<file path="src/rtl/msg_buf_pkg.sv">
package msg_buf_pkg;
  localparam int DATA_W    = 8;
  localparam int ADDR_W    = 8;
  localparam int BUF_BYTES = 16;
  localparam int IDX_W     = $clog2(BUF_BYTES);
  localparam int FILL_W    = IDX_W + 1;
  localparam int LA_W      = 4;

  localparam logic [ADDR_W-1:0] A_TX_LEN   = 8'h10;
  localparam logic [ADDR_W-1:0] A_TX_CMD   = 8'h11;
  localparam logic [ADDR_W-1:0] A_TX_CLR   = 8'h13;
  localparam logic [ADDR_W-1:0] A_RX_CMD   = 8'h14;
  localparam logic [ADDR_W-1:0] A_RX_CLR   = 8'h15;
  localparam logic [ADDR_W-1:0] A_LADDR    = 8'h16;
  localparam logic [ADDR_W-1:0] A_RX_LEN   = 8'h90;
  localparam logic [ADDR_W-1:0] A_RX_STAT  = 8'h91;
  localparam logic [ADDR_W-1:0] A_RX_CNT   = 8'h92;
  localparam logic [ADDR_W-1:0] A_TX_STAT  = 8'h93;
  localparam logic [3:0]        PAGE_TX    = 4'h0;
  localparam logic [3:0]        PAGE_RX    = 4'h8;

  typedef enum logic [1:0] {
    ST_IDLE = 2'd0, ST_BUSY = 2'd1, ST_OK = 2'd2, ST_ERR = 2'd3
  } stat_e;

  localparam logic [1:0] CMD_NOP  = 2'd0;
  localparam logic [1:0] CMD_CUR  = 2'd1;
  localparam logic [1:0] CMD_STOP = 2'd2;
  localparam logic [1:0] CMD_NEXT = 2'd3;

  // control -> datapath
  typedef struct packed {
    logic rxWrFirst;
    logic rxWrMore;
  } dp_strobe_t;

  // datapath -> control
  typedef struct packed {
    logic            txCmdWr;
    logic [1:0]      txCmdVal;
    logic            rxCmdWr;
    logic [1:0]      rxCmdVal;
    logic            rxClr;
    logic            laEn;
    logic [LA_W-1:0] laVal;
    logic            rxFull;
  } dp_state_t;
endpackage

</file>
<file path="src/rtl/msg_buf_dp.sv">
module msg_buf_dp
  import msg_buf_pkg::*;
(
  input  logic              clk,
  input  logic              rstN,
  input  logic              regWe,
  input  logic [ADDR_W-1:0] regAddr,
  input  logic [DATA_W-1:0] regWdata,
  output logic [DATA_W-1:0] regRdata,
  input  logic [DATA_W-1:0] rxByte,
  input  dp_strobe_t        strobe,
  input  logic [IDX_W-1:0]  txRdIdx,
  output logic [DATA_W-1:0] txRdByte,
  output logic [IDX_W-1:0]  txLen,
  input  stat_e             txStat,
  input  stat_e             rxStat,
  input  logic              rxCnt,
  output dp_state_t         st
);
  logic [DATA_W-1:0] txBuf [BUF_BYTES];
  logic [DATA_W-1:0] rxBuf [BUF_BYTES];
  logic [IDX_W-1:0]  txLenR;
  logic [1:0]        txCmdR, rxCmdR;
  logic              txClrR, rxClrR;
  logic [LA_W:0]     laR;
  logic [FILL_W-1:0] rxFill;
  logic [DATA_W-1:0] rxLen;

  always_ff @(posedge clk) begin
    if (!rstN) begin
      for (int i = 0; i < BUF_BYTES; i++) begin
        txBuf[i] <= '0;
        rxBuf[i] <= '0;
      end
      txLenR <= '0; txCmdR <= '0; rxCmdR <= '0;
      txClrR <= 1'b0; rxClrR <= 1'b0; laR <= '0; rxFill <= '0;
    end else begin
      if (regWe) begin
        if (regAddr[7:4] == PAGE_TX) txBuf[regAddr[IDX_W-1:0]] <= regWdata;
        case (regAddr)
          A_TX_LEN: txLenR <= regWdata[IDX_W-1:0];
          A_TX_CMD: txCmdR <= regWdata[1:0];
          A_TX_CLR: txClrR <= regWdata[0];
          A_RX_CMD: rxCmdR <= regWdata[1:0];
          A_RX_CLR: rxClrR <= regWdata[0];
          A_LADDR:  laR    <= regWdata[LA_W:0];
          default: ;
        endcase
      end
      if (strobe.rxWrFirst) begin
        rxBuf[0] <= rxByte;
        rxFill   <= FILL_W'(1);
      end else if (strobe.rxWrMore) begin
        rxBuf[rxFill[IDX_W-1:0]] <= rxByte;
        rxFill <= rxFill + FILL_W'(1);
      end
      if (txClrR) begin
        for (int i = 0; i < BUF_BYTES; i++) txBuf[i] <= '0;
        txLenR <= '0;
      end
      if (rxClrR) begin
        for (int i = 0; i < BUF_BYTES; i++) rxBuf[i] <= '0;
        rxFill <= '0;
      end
    end
  end

  always_comb begin
    rxLen = (rxFill == '0) ? '0 : DATA_W'(rxFill - FILL_W'(1));
    st.txCmdWr  = regWe && (regAddr == A_TX_CMD);
    st.txCmdVal = regWdata[1:0];
    st.rxCmdWr  = regWe && (regAddr == A_RX_CMD);
    st.rxCmdVal = regWdata[1:0];
    st.rxClr    = rxClrR;
    st.laEn     = laR[LA_W];
    st.laVal    = laR[LA_W-1:0];
    st.rxFull   = rxFill[IDX_W];
    txLen       = txLenR;
    txRdByte    = txBuf[txRdIdx];
    regRdata    = '0;
    if (regAddr[7:4] == PAGE_TX)      regRdata = txBuf[regAddr[IDX_W-1:0]];
    else if (regAddr[7:4] == PAGE_RX) regRdata = rxBuf[regAddr[IDX_W-1:0]];
    case (regAddr)
      A_TX_LEN:  regRdata = DATA_W'(txLenR);
      A_TX_CMD:  regRdata = DATA_W'(txCmdR);
      A_TX_CLR:  regRdata = DATA_W'(txClrR);
      A_RX_CMD:  regRdata = DATA_W'(rxCmdR);
      A_RX_CLR:  regRdata = DATA_W'(rxClrR);
      A_LADDR:   regRdata = DATA_W'(laR);
      A_RX_LEN:  regRdata = rxLen;
      A_RX_STAT: regRdata = DATA_W'(rxStat);
      A_RX_CNT:  regRdata = DATA_W'(rxCnt);
      A_TX_STAT: regRdata = DATA_W'(txStat);
      default: ;
    endcase
  end
endmodule

</file>
<file path="src/rtl/msg_buf_ctl.sv">
module msg_buf_ctl
  import msg_buf_pkg::*;
(
  input  logic            clk,
  input  logic            rstN,
  input  dp_state_t       st,
  input  logic            rxValid,
  input  logic [LA_W-1:0] hdrNib,
  input  logic            rxFirst,
  input  logic            rxEnd,
  input  logic            rxErr,
  input  logic            txDone,
  input  logic            txErr,
  output dp_strobe_t      strobe,
  output stat_e           txStat,
  output stat_e           rxStat,
  output logic            rxCnt,
  output logic            txStart,
  output logic            txAbort,
  output logic            txIrq,
  output logic            rxIrq
);
  logic rxOff, rxOvf, accept, inFrame, more, ovfNow, filterOk;

  always_comb begin
    filterOk = (hdrNib == st.laVal) || (hdrNib == {LA_W{1'b1}});
    accept   = rxValid && rxFirst && st.laEn && !rxOff && !rxCnt &&
               (rxStat != ST_BUSY) && filterOk && !st.rxClr;
    inFrame  = accept || (rxStat == ST_BUSY);
    more     = inFrame && rxValid && !rxFirst;
    ovfNow   = more && st.rxFull;
    strobe.rxWrFirst = accept;
    strobe.rxWrMore  = more && !st.rxFull;
  end

  // transmit side
  always_ff @(posedge clk) begin
    if (!rstN) begin
      txStat <= ST_IDLE; txStart <= 1'b0; txAbort <= 1'b0; txIrq <= 1'b0;
    end else begin
      txStart <= 1'b0;
      txAbort <= 1'b0;
      if (txStat == ST_BUSY && txDone) begin
        txStat <= txErr ? ST_ERR : ST_OK;
        txIrq  <= 1'b1;
      end
      if (st.txCmdWr) begin
        txIrq <= 1'b0;
        case (st.txCmdVal)
          CMD_CUR, CMD_NEXT:
            if (txStat != ST_BUSY) begin txStat <= ST_BUSY; txStart <= 1'b1; end
          CMD_STOP:
            if (txStat == ST_BUSY) begin txStat <= ST_IDLE; txAbort <= 1'b1; end
          default:
            if (txStat != ST_BUSY) txStat <= ST_IDLE;
        endcase
      end
    end
  end

  // receive side
  always_ff @(posedge clk) begin
    if (!rstN) begin
      rxStat <= ST_IDLE; rxCnt <= 1'b0; rxIrq <= 1'b0; rxOff <= 1'b0; rxOvf <= 1'b0;
    end else begin
      if (accept) begin
        rxStat <= ST_BUSY;
        rxOvf  <= 1'b0;
      end
      if (ovfNow) rxOvf <= 1'b1;
      if (inFrame && rxValid && rxEnd) begin
        rxStat <= (rxErr || ovfNow || (rxOvf && !accept)) ? ST_ERR : ST_OK;
        rxCnt  <= 1'b1;
        rxIrq  <= 1'b1;
      end
      if (st.rxCmdWr) begin
        case (st.rxCmdVal)
          CMD_STOP: rxOff <= 1'b1;
          CMD_NOP:  rxOff <= 1'b0;
          default: begin
            rxOff <= 1'b0; rxCnt <= 1'b0; rxStat <= ST_IDLE; rxIrq <= 1'b0;
          end
        endcase
      end
      if (st.rxClr) begin
        rxCnt <= 1'b0; rxStat <= ST_IDLE; rxIrq <= 1'b0;
      end
    end
  end
endmodule

</file>
<file path="src/rtl/msg_buf_ctrl.sv">
module msg_buf_ctrl
  import msg_buf_pkg::*;
(
  input  logic              clk,
  input  logic              rstN,
  input  logic              regWe,
  input  logic [ADDR_W-1:0] regAddr,
  input  logic [DATA_W-1:0] regWdata,
  output logic [DATA_W-1:0] regRdata,
  output logic              txStart,
  output logic              txAbort,
  output logic [IDX_W-1:0]  txLen,
  input  logic [IDX_W-1:0]  txRdIdx,
  output logic [DATA_W-1:0] txRdByte,
  input  logic              txDone,
  input  logic              txErr,
  input  logic              rxValid,
  input  logic [DATA_W-1:0] rxByte,
  input  logic              rxFirst,
  input  logic              rxEnd,
  input  logic              rxErr,
  output logic              txIrq,
  output logic              rxIrq
);
  dp_strobe_t strobe;
  dp_state_t  st;
  stat_e      txStat, rxStat;
  logic       rxCnt;

  msg_buf_dp i_dp (
    .clk(clk), .rstN(rstN), .regWe(regWe), .regAddr(regAddr),
    .regWdata(regWdata), .regRdata(regRdata), .rxByte(rxByte),
    .strobe(strobe), .txRdIdx(txRdIdx), .txRdByte(txRdByte), .txLen(txLen),
    .txStat(txStat), .rxStat(rxStat), .rxCnt(rxCnt), .st(st)
  );

  msg_buf_ctl i_ctl (
    .clk(clk), .rstN(rstN), .st(st), .rxValid(rxValid),
    .hdrNib(rxByte[LA_W-1:0]), .rxFirst(rxFirst), .rxEnd(rxEnd),
    .rxErr(rxErr), .txDone(txDone), .txErr(txErr), .strobe(strobe),
    .txStat(txStat), .rxStat(rxStat), .rxCnt(rxCnt), .txStart(txStart),
    .txAbort(txAbort), .txIrq(txIrq), .rxIrq(rxIrq)
  );
endmodule

</file>
<file path="config.mk">
export PLATFORM = sky130hd
export DESIGN_NAME = msg_buf_ctrl
export DESIGN_NICKNAME = d
export VERILOG_FILES = /design/src/rtl/msg_buf_pkg.sv /design/src/rtl/msg_buf_dp.sv /design/src/rtl/msg_buf_ctl.sv /design/src/rtl/msg_buf_ctrl.sv
export SDC_FILE = /design/constraint.sdc
export NUM_CORES = 1
export LEC_CHECK = 0
export BUFFER_PORTS_ARGS = -buffer_cell sky130_fd_sc_hd__buf_2
export CAP_MARGIN = 10
export CORE_MARGIN = 2
export CORE_UTILIZATION = 44
export DETAILED_ROUTE_END_ITERATION = 8
export GPL_TIMING_DRIVEN = 0
export PLACE_DENSITY = 0.68
export SLEW_MARGIN = 20
export SYNTH_ARGS = -nofsm -noshare
export SYNTH_HDL_FRONTEND = slang
export SYNTH_SLANG_ARGS = --single-unit
export TNS_END_PERCENT = 1
</file>
<file path="constraint.sdc">
create_clock -name clk -period 3.55 [get_ports clk]
set_input_delay 0.1775 -clock clk [delete_from_list [all_inputs] [get_ports clk]]
set_output_delay 0.1775 -clock clk [all_outputs]
set_load 0.01 [all_outputs]
</file>
Word level (Yosys, flattened, before mapping) --
Memory sizes are Yosys's and may differ from the RTL's. Index checks and enable logic that the tools add are counted.
Storage, ports and cells: memories 2, output and inout bits 24, register bits 31, input bits 37, memory bits (writable) 256, word-level logic and storage cells 336
Cells by class: eq/ne operators 52, muxes and demuxes 86, bitwise gates (word level) 130, add/subtract/negate cells 2, reduce and logical (&&, ||, !) cells 47
Memories:
- i_dp.rxBuf | words 16, bits a word 8, rd ports 1, clocked after Yosys merged registers in 0, wr ports 16, line msg_buf_dp.sv:21 | logic [DATA_W-1:0] rxBuf [BUF_BYTES];
- i_dp.txBuf | words 16, bits a word 8, rd ports 2, clocked after Yosys merged registers in 0, wr ports 16, line msg_buf_dp.sv:20 | logic [DATA_W-1:0] txBuf [BUF_BYTES];
Operators by type and width (number):
- 8-bit 2-to-1 mux | 38
- 4-bit equality test (second input constant) | 34
- 8-bit one-hot mux with 10 select lines | 1
- 1-bit bitwise AND | 64
- 8-bit by 5-bit equality test with 1-bit output (second input constant) | 6
- 1-bit 2-to-1 mux | 35
- 1-bit NOT | 33
- 1-bit OR | 33
- 8-bit equality test (second input constant) | 4
- 2-bit 2-to-1 mux | 9
- 1-bit logical AND | 16
- 8-bit OR reduction | 2
- 2-bit AND reduction | 6
- 2-bit OR reduction | 5
- 4-bit 2-to-1 mux | 2
- 2-bit by 1-bit equality test with 1-bit output (second input constant) | 3
- 1-bit logical NOT | 6
- 3-bit AND reduction | 2
- 5-bit by 1-bit subtractor with 6-bit output (second input constant) | 1
- 5-bit by 1-bit adder with 5-bit output (second input constant) | 1
- 5-bit logical NOT | 1
- 2-bit equality test (second input constant) | 2
- 4-bit equality test | 1
- 4-bit logical NOT | 1
- other kinds (6) | 11

Depth between registers and ports, before layout --
Gate-level depths: netlist (run 1).
depth in word-level cells 33, gate-level depth with buffers 9, mapped depth without buffers 7

By module --
Synthesis (run 1) repeated with hierarchy kept, for this count alone.
Second synthesis, totals: cell total of the unflattened synthesis 1082, area, all modules 14960.6 um^2
Modules (own cells, without submodules):
- msg_buf_dp | area each 14377.5 um^2, cells each 1016, times used 1, seq. area each 8087.8 um^2
- msg_buf_ctl | area each 583.1 um^2, cells each 66, times used 1, seq. area each 220.2 um^2

Least setup slack after synthesis (run 1) --
No wires, ideal clock.
path type register -> register, from register i_dp.rxFill[1], to memory i_dp.rxBuf[9][0] (enable), period minus slack after synthesis 2886 ps, buffers on the path 2, arrival time 2502 ps, cell stages (with the launch flop) 9, slack 664 ps, data required time 3166 ps, library setup time 384 ps, cell sequence dfxtp_1 inv_1 ha_1 buf_6 o41ai_4 nand4b_4 or3b_1 buf_6 o21ai_0
RTL lines:
- from (decl) | line msg_buf_dp.sv:26 | logic [FILL_W-1:0] rxFill;
- from (signal assigned) | line msg_buf_dp.sv:55 | rxFill <= rxFill + FILL_W'(1);
- to (decl) | line msg_buf_dp.sv:21

==> results.yml, run 1 <==
die:
  die_area_sq_mm: 0.0349
  ios: 61
  core_sq_mm: 0.0327
  die_h_um: 187
  start_util_pct: 45.0
  num_rows: 66
  die_w_um: 187
global_routing:
  first_global_vias: 9784
  overflow: 0
  use_met1_pct: 32.3
  grt-busiest-layer: "met2"
  grtUsageMet2_pct: 40.8
  grt_start_max_net_pins: 16
  grt_pass1_wl_mm: 63.6
  antenna_found_initial: 0
  grt.total_usage_pct: 24.4
  gr-usage-met3_pct: 4.52
clock_network:
  cts_tree: "yes"
  root_buffer: "clkbuf_16"
  clk_latency_ns: 0.56
  h-tree-depth: 1
  cts_num_sinks: 287
  clkTransAtPathRegs_ns: 0.06
  clock_path_buffers: 3
  cts_made_buffers: 31
sta:
  fin_crit_ns: 3.31
  max_freq_mhz: 302
  worst_pin_slew_ns: 1.00
  setup_viol: 0
  final.setup.tns_ns: 0
  fin_skew_ns: 0.0109
  whs_ns: 0.0230
  slew_violations: 0
  timing.slew.headroom_pct: 32.3
  post-route-period-util_pct: 93.2
  rsz0062_at_grt: "false"
  final_hold_viol_count: 0
synth:
  ys.warnings.count: 0
  synthesis.nets: 1103
  synthCells: 1062
  synth.distinct_cells: 68
  seq_area_frac_synth_pct: 56.5
  synth_edf_count: 256
  postSynthAreaPerCell_sq_um: 13.9
  ys_ff_latch: 287
  synthArstFlopShare_pct: 0
  syn_area_sq_mm: 0.0147
  ys.flop_type: "edfxtp_1"
place:
  port-buffer-count: 50
  dpl-instance-area_sq_mm: 0.0156
  gp_congestion: 0.906
  dp.final_hpwl_mm: 30.4
drt:
  wl_mm: 42.6
  drt-initial-drc-count: 1297
  routedWlPerCell_um: 26.2
  first_pass_iters: 7
  drtAntennaViolNets: 0
  drc: 0
  via_count: 9853
  viasPerCell: 6.05
finish:
  multiInputGateArea_sq_mm: 0.00595
  nFillCells: 2846
  design_area_sq_mm: 0.0167
  drive_gt1_share_pct: 23.3
  layout.area.seq_sq_mm: 0.00831
  diodes: 0
  fin_nets: 1203
  syn_to_final_growth_pct: 13.3
critical_path:
  setup.worst_path.end: "i_dp.rxBuf[15][2]"
  crit_start: "i_dp.rxFill[0]"
  cp.required_ns: 3.73
  critPathCaptureType: "flip-flop"
  r2r_slack_ns: 0.24
  worstPathArrival_ns: 3.49
  path_class: "reg2reg"
  r2r_start: "i_dp.rxFill[0]"
  r2r_cells: 8
  start_kind: "flip-flop"
  r2r-end: "i_dp.rxBuf[15][2]"
  worstPathMaxFanout: 10
power_and_ir_drop:
  vdd_drop_max_v: 0.000384
  power.leakage_uw: 0.00588
  power_density_mw_per_mm2: 467
  power_uw: 7790
hold_path:
  hold_path_class: "in2reg"
job:
  maxCapViolCount: 0
status:
  outcome: "completed"
how the worst min path moves through the flow:
stage	start	to	depth (start not counted)
2_1_floorplan	rstN	i_ctl.txStat[1]	1
3_3_place_gp	rxErr	i_ctl.rxStat[0]	3
3_5_place_dp	rxErr	i_ctl.rxStat[0]	3
4_1_cts	regWdata[0]	i_ctl.txStat[0]	3
5_1_grt	regWdata[6]	i_dp.txBuf[1][6]	2
6_report	regWdata[0]	i_ctl.txStat[0]	3
layer usage:
metal  part of all wire, %  up-vias
li1                      -     4227
met1                    38     4950
met2                    49      573
met3                   9.4      103
met4                   3.9        0
met5                     0        -
power breakdown:
| part | internal [uW] | switching [uW] |
|---|---|---|
| Sequential | 3800 | 55.3 |
| Clock | 1880 | 1340 |
| Combinational | 293 | 413 |
| Total | 5980 | 1810 |
cell usage in the layout, fill, tap and decap left out, types with 24 or more instances in the layout:
cell type,n
nand2_1,66
o21ai_1,24
edfxtp_1,256
mux4_2,105
clkbuf_16,31
mux2i_1,33
and2_1,140
dfxtp_1,31
clkbuf_1,47
and3_1,50
buf_2,71
nor2_1,100
kinds of logic after synthesis:
logic type      synth area share (%)
compound gates                  3.83
xor+xnor                       0.595
flops                           56.5
fa+ha+maj                      0.340
simple gates                    16.6
buf+inv                         3.20
mux                             19.0
flip-flops by register name (all words and copies together), names as in the netlist:
name	flops
i_ctl.txStart	1
i_dp.rxFill	5
i_ctl.rxOvf	1
i_ctl.txIrq	1
i_dp.rxClrR	1
i_ctl.rxStat	2
i_dp.rxBuf	128
i_dp.rxCmdR	2
i_dp.txCmdR	2
i_dp.txLen	4
i_ctl.txStat	2
i_ctl.rxOff	1
i_dp.laR	5
i_dp.txBuf	128
i_dp.txClrR	1
i_ctl.rxIrq	1
i_ctl.rxCnt	1
i_ctl.txAbort	1
what timing repair did:
action	in CTS	in global routing
hold buffers	6	0
setup buffers	0	0
resized for setup	1	2
endpoints found under the hold margin	11	0
setup endpoints to repair	8	36
cells in the mapped netlist (4+ instances only):
library cell  instances  area share (%)
and4_1                4            0.24
buf_1                13            0.33
o211ai_1              4            0.20
xnor2_1               5            0.30
ha_1                  4            0.34
nand2b_1              8            0.34
nor2_4               10            0.77
inv_1                 9            0.23
a21oi_1              11            0.37
a31oi_1               4            0.17
nand3b_1              4            0.20
nor2_2                8            0.34
and3_1               50             2.1
buf_6                 6            0.46
edfxtp_1            256              52
buf_2                21            0.71
nand3_1               8            0.27
mux4_2              105              16
nand4_1               7            0.30
nand2_1              66             1.7
and2_1              140             6.0
dfxtp_1              31             4.2
o21ai_0              29            0.99
xor2_1                5            0.30
clkbuf_1             41             1.0
nor3_1                6            0.20
nor2b_1              10            0.43
nor2_1              100             2.6
mux2i_1              33             2.2
o22ai_1               9            0.38
per-stage QoR:
stage	setup WS, ns	std cells	utilization, %
CTS	0.150	1627	50.9
floorplan	0.664	1062	-
detailed placement	0.0143	1564	47.7
finish	0.241	1628	51.0
global route	0.00405	1628	51.0
global placement	-0.315	1554	47.5
final cells by class:
class,instances,area share [%]
buffer,86,2.60
sequential,287,49.8
clock inverter,20,1.19
multi-input combinational,679,35.7
timing repair buffer,67,2.36
clock buffer,37,4.79
inverter,10,0.225
tap,442,3.32
worst max-delay path: stages (launching register included):
cell	delay, ns
dfxtp_1	0.51
inv_1	0.12
ha_1	0.21
clkbuf_1	0.30
o41ai_4	0.38
nand4b_4	0.21
or2_2	0.33
buf_2	0.18
o21ai_1	0.69
No activity file was read; power rests on OpenSTA's default activity.
==> run 2: changes to the inputs <==
- ABC_AREA: unset -> 1
==> results.yml, run 2 <==
synth:
  postSynthAreaPerCell_sq_um: 8.92
  synth_common_cells: "nor2_1 (294), nand2_1 (265), edfxtp_1 (256), o21ai_0 (179), inv_1 (129)"
  synth.distinct_cells: 40
  synth_edf_count: 256
  synth_top_area_share_pct: 53.3
  ys_ff_latch: 287
  ys.flop_type: "edfxtp_1"
  seq_area_frac_synth_pct: 57.7
  synthArstFlopShare_pct: 0
  yosysMostFrequentCell: "nor2_1"
  synth_area_leaders: "edfxtp_1 (53%), nor2_1 (7.7%), nand2_1 (6.9%)"
  synthCells: 1615
  synthesis.nets: 1656
  synth_top_area_cell: "edfxtp_1"
  ys.warnings.count: 0
  syn_area_sq_mm: 0.0144
critical_path:
  cp_common_cell: "nor2_1"
  critPathBufInv: 4
  worstPathArrival_ns: 3.44
  critPathCaptureType: "flip-flop"
  crit_chain: "inv_1 > ha_1 > clkbuf_1 > nand2_1 > inv_1 > nor2_1 > nand3b_1 > nor2_1 > nor2_1 > nor2_2 > buf_6 > nand4_2 > nand2_1"
  start_kind: "flip-flop"
  crit_family: "simple AND/OR/NAND/NOR gates"
  cp.required_ns: 3.77
  path_class: "reg2reg"
  max_stage_delay_ns: 0.46
  cp_slowest_cell: "nand2_1"
  worstPathMaxFanout: 10
finish:
  layout_commonest_cell: "nor2_1"
  layout_common_cells: "nor2_1 (294), nand2_1 (265), edfxtp_1 (256), o21ai_0 (179), inv_1 (129)"
  drive_gt1_share_pct: 9.18
  largestRegisters: "i_dp.rxBuf x128, i_dp.txBuf x128"
  design_area_sq_mm: 0.0164
  syn_to_final_growth_pct: 14.1
  diodes: 0
  utilization_pct: 50.8
  fin_nets: 1759
power_and_ir_drop:
  power_density_mw_per_mm2: 486
  power.leakage_uw: 0.00651
  vdd_drop_max_v: 0.000523
die:
  ios: 61
  die_area_sq_mm: 0.0342
  die_w_um: 185
  num_rows: 66
  die_h_um: 185
  core_sq_mm: 0.0324
  start_util_pct: 44.5
clock_network:
  cts_tree: "yes"
  clock_path_buffers: 3
  root_buffer: "clkbuf_16"
  h-tree-depth: 1
  clkTransAtPathRegs_ns: 0.06
  clk_latency_ns: 0.58
  post_cts_buffers: 0
  cts_num_sinks: 287
  cts_made_buffers: 31
drt:
  drt-initial-drc-count: 1398
  routedWlPerCell_um: 23.7
  first_pass_iters: 5
  via_count: 12800
  drc: 0
  viasPerCell: 5.84
  drtAntennaViolNets: 0
  wl_mm: 51.8
sta:
  setup_viol: 0
  final.setup.tns_ns: 0
  max_freq_mhz: 311
  slew_violations: 0
  whs_ns: 0.0534
  rsz0062_at_grt: "false"
  final_hold_viol_count: 0
  post-route-period-util_pct: 90.5
  fin_crit_ns: 3.21
  timing.slew.headroom_pct: 29.9
  worst_pin_slew_ns: 1.04
  setup_ws_ns: 0.337
  fin_skew_ns: 0.0126
place:
  pre_cts_ws_ns: 0.300
  gp_congestion: 0.989
  dp.final_hpwl_mm: 38.2
  dpl-instance-area_sq_mm: 0.0152
  port-buffer-count: 56
global_routing:
  grtUsageMet2_pct: 52.2
  antenna_found_initial: 0
  use_met1_pct: 38.5
  overflow: 0
  grt.total_usage_pct: 30.4
  first_global_vias: 12200
  grt_pass1_wl_mm: 75.4
  grt-busiest-layer: "met2"
  grt_start_max_net_pins: 16
  gr-usage-met3_pct: 3.66
hold_path:
  hold_path_class: "in2reg"
job:
  maxCapViolCount: 0
status:
  outcome: "completed"
run 2: cell count changes in the layout (fill, tap and decap cells not counted), sizes merged, moves of 32 or more:
cell   delta
nor2    +184
and2    -139
nand2   +214
o21ai   +151
and3     -50
buf      -32
inv     +127
nand3   +118
mux2i    -33
mux4    -108
a21oi    +88
run 2: power by group:
| part | switching (uW) | internal [uW] |
|---|---|---|
| clock network | 1390 | 2030 |
| logic | 567 | 162 |
| registers | 48.3 | 3790 |
| total | 2000 | 5990 |
run 2: logic make-up (layout without fill, tap and decap cells):
family / after synthesis / count (layout) / share of synthesized area [%]
compound gates: 339 / 339 / 12.9
xor+xnor: 2 / 2 / 0.122
fa+ha+maj: 4 / 4 / 0.347
buf+inv: 231 / 358 / 6.19
flops: 287 / 287 / 57.7
simple gates: 752 / 752 / 22.8
run 2: stage by stage:
| step | power, uW | std cells |
|---|---|---|
| 6_report | 7990 | 2184 |
| 4_1_cts | 7980 | 2184 |
| 3_3_place_gp | 4600 | 2113 |
| 2_1_floorplan | 4280 | 1615 |
| 5_1_grt | 8190 | 2184 |
| 3_5_place_dp | 4610 | 2113 |
run 2: layer usage:
| layer | vias up | wire length, um |
|---|---|---|
| met4 | 0 | 2680 |
| met2 | 679 | 25100 |
| li1 | 5758 | - |
| met5 | - | 0 |
| met1 | 6177 | 19900 |
| met3 | 137 | 4120 |
run 2: path summary, 6_finish.rpt:
check	startpoint	to	slack (ns)	cells after the start
setup reg to reg	i_dp.rxFill[0]	i_dp.rxBuf[5][1]	0.34	13
setup / recovery	i_dp.rxFill[0]	i_dp.rxBuf[5][1]	0.34	13
hold reg to reg	i_ctl.rxIrq	i_ctl.rxIrq	0.45	2
hold / removal	rxByte[3]	i_dp.rxBuf[15][3]	0.05	3
run 2: area by class of cell:
cell class / instances / area (sq um)
buffer: 92 / 370
clock buffer: 35 / 791
fill: 3142 / 15900
sequential: 287 / 8310
clock inverter: 22 / 269
tap: 442 / 553
multi-input combinational: 1097 / 5220
timing repair buffer: 70 / 420
inverter: 139 / 522
run 2: timing repair:
item                                   4_1_cts  5_1_grt
resized for setup                            0        0
endpoints found under the hold margin       19        0
hold buffers                                14        0
run 2: worst min-delay path, stage by stage:
cell and delay, ns:
buf_2 0.13, inv_2 0.10, nor2_1 0.10
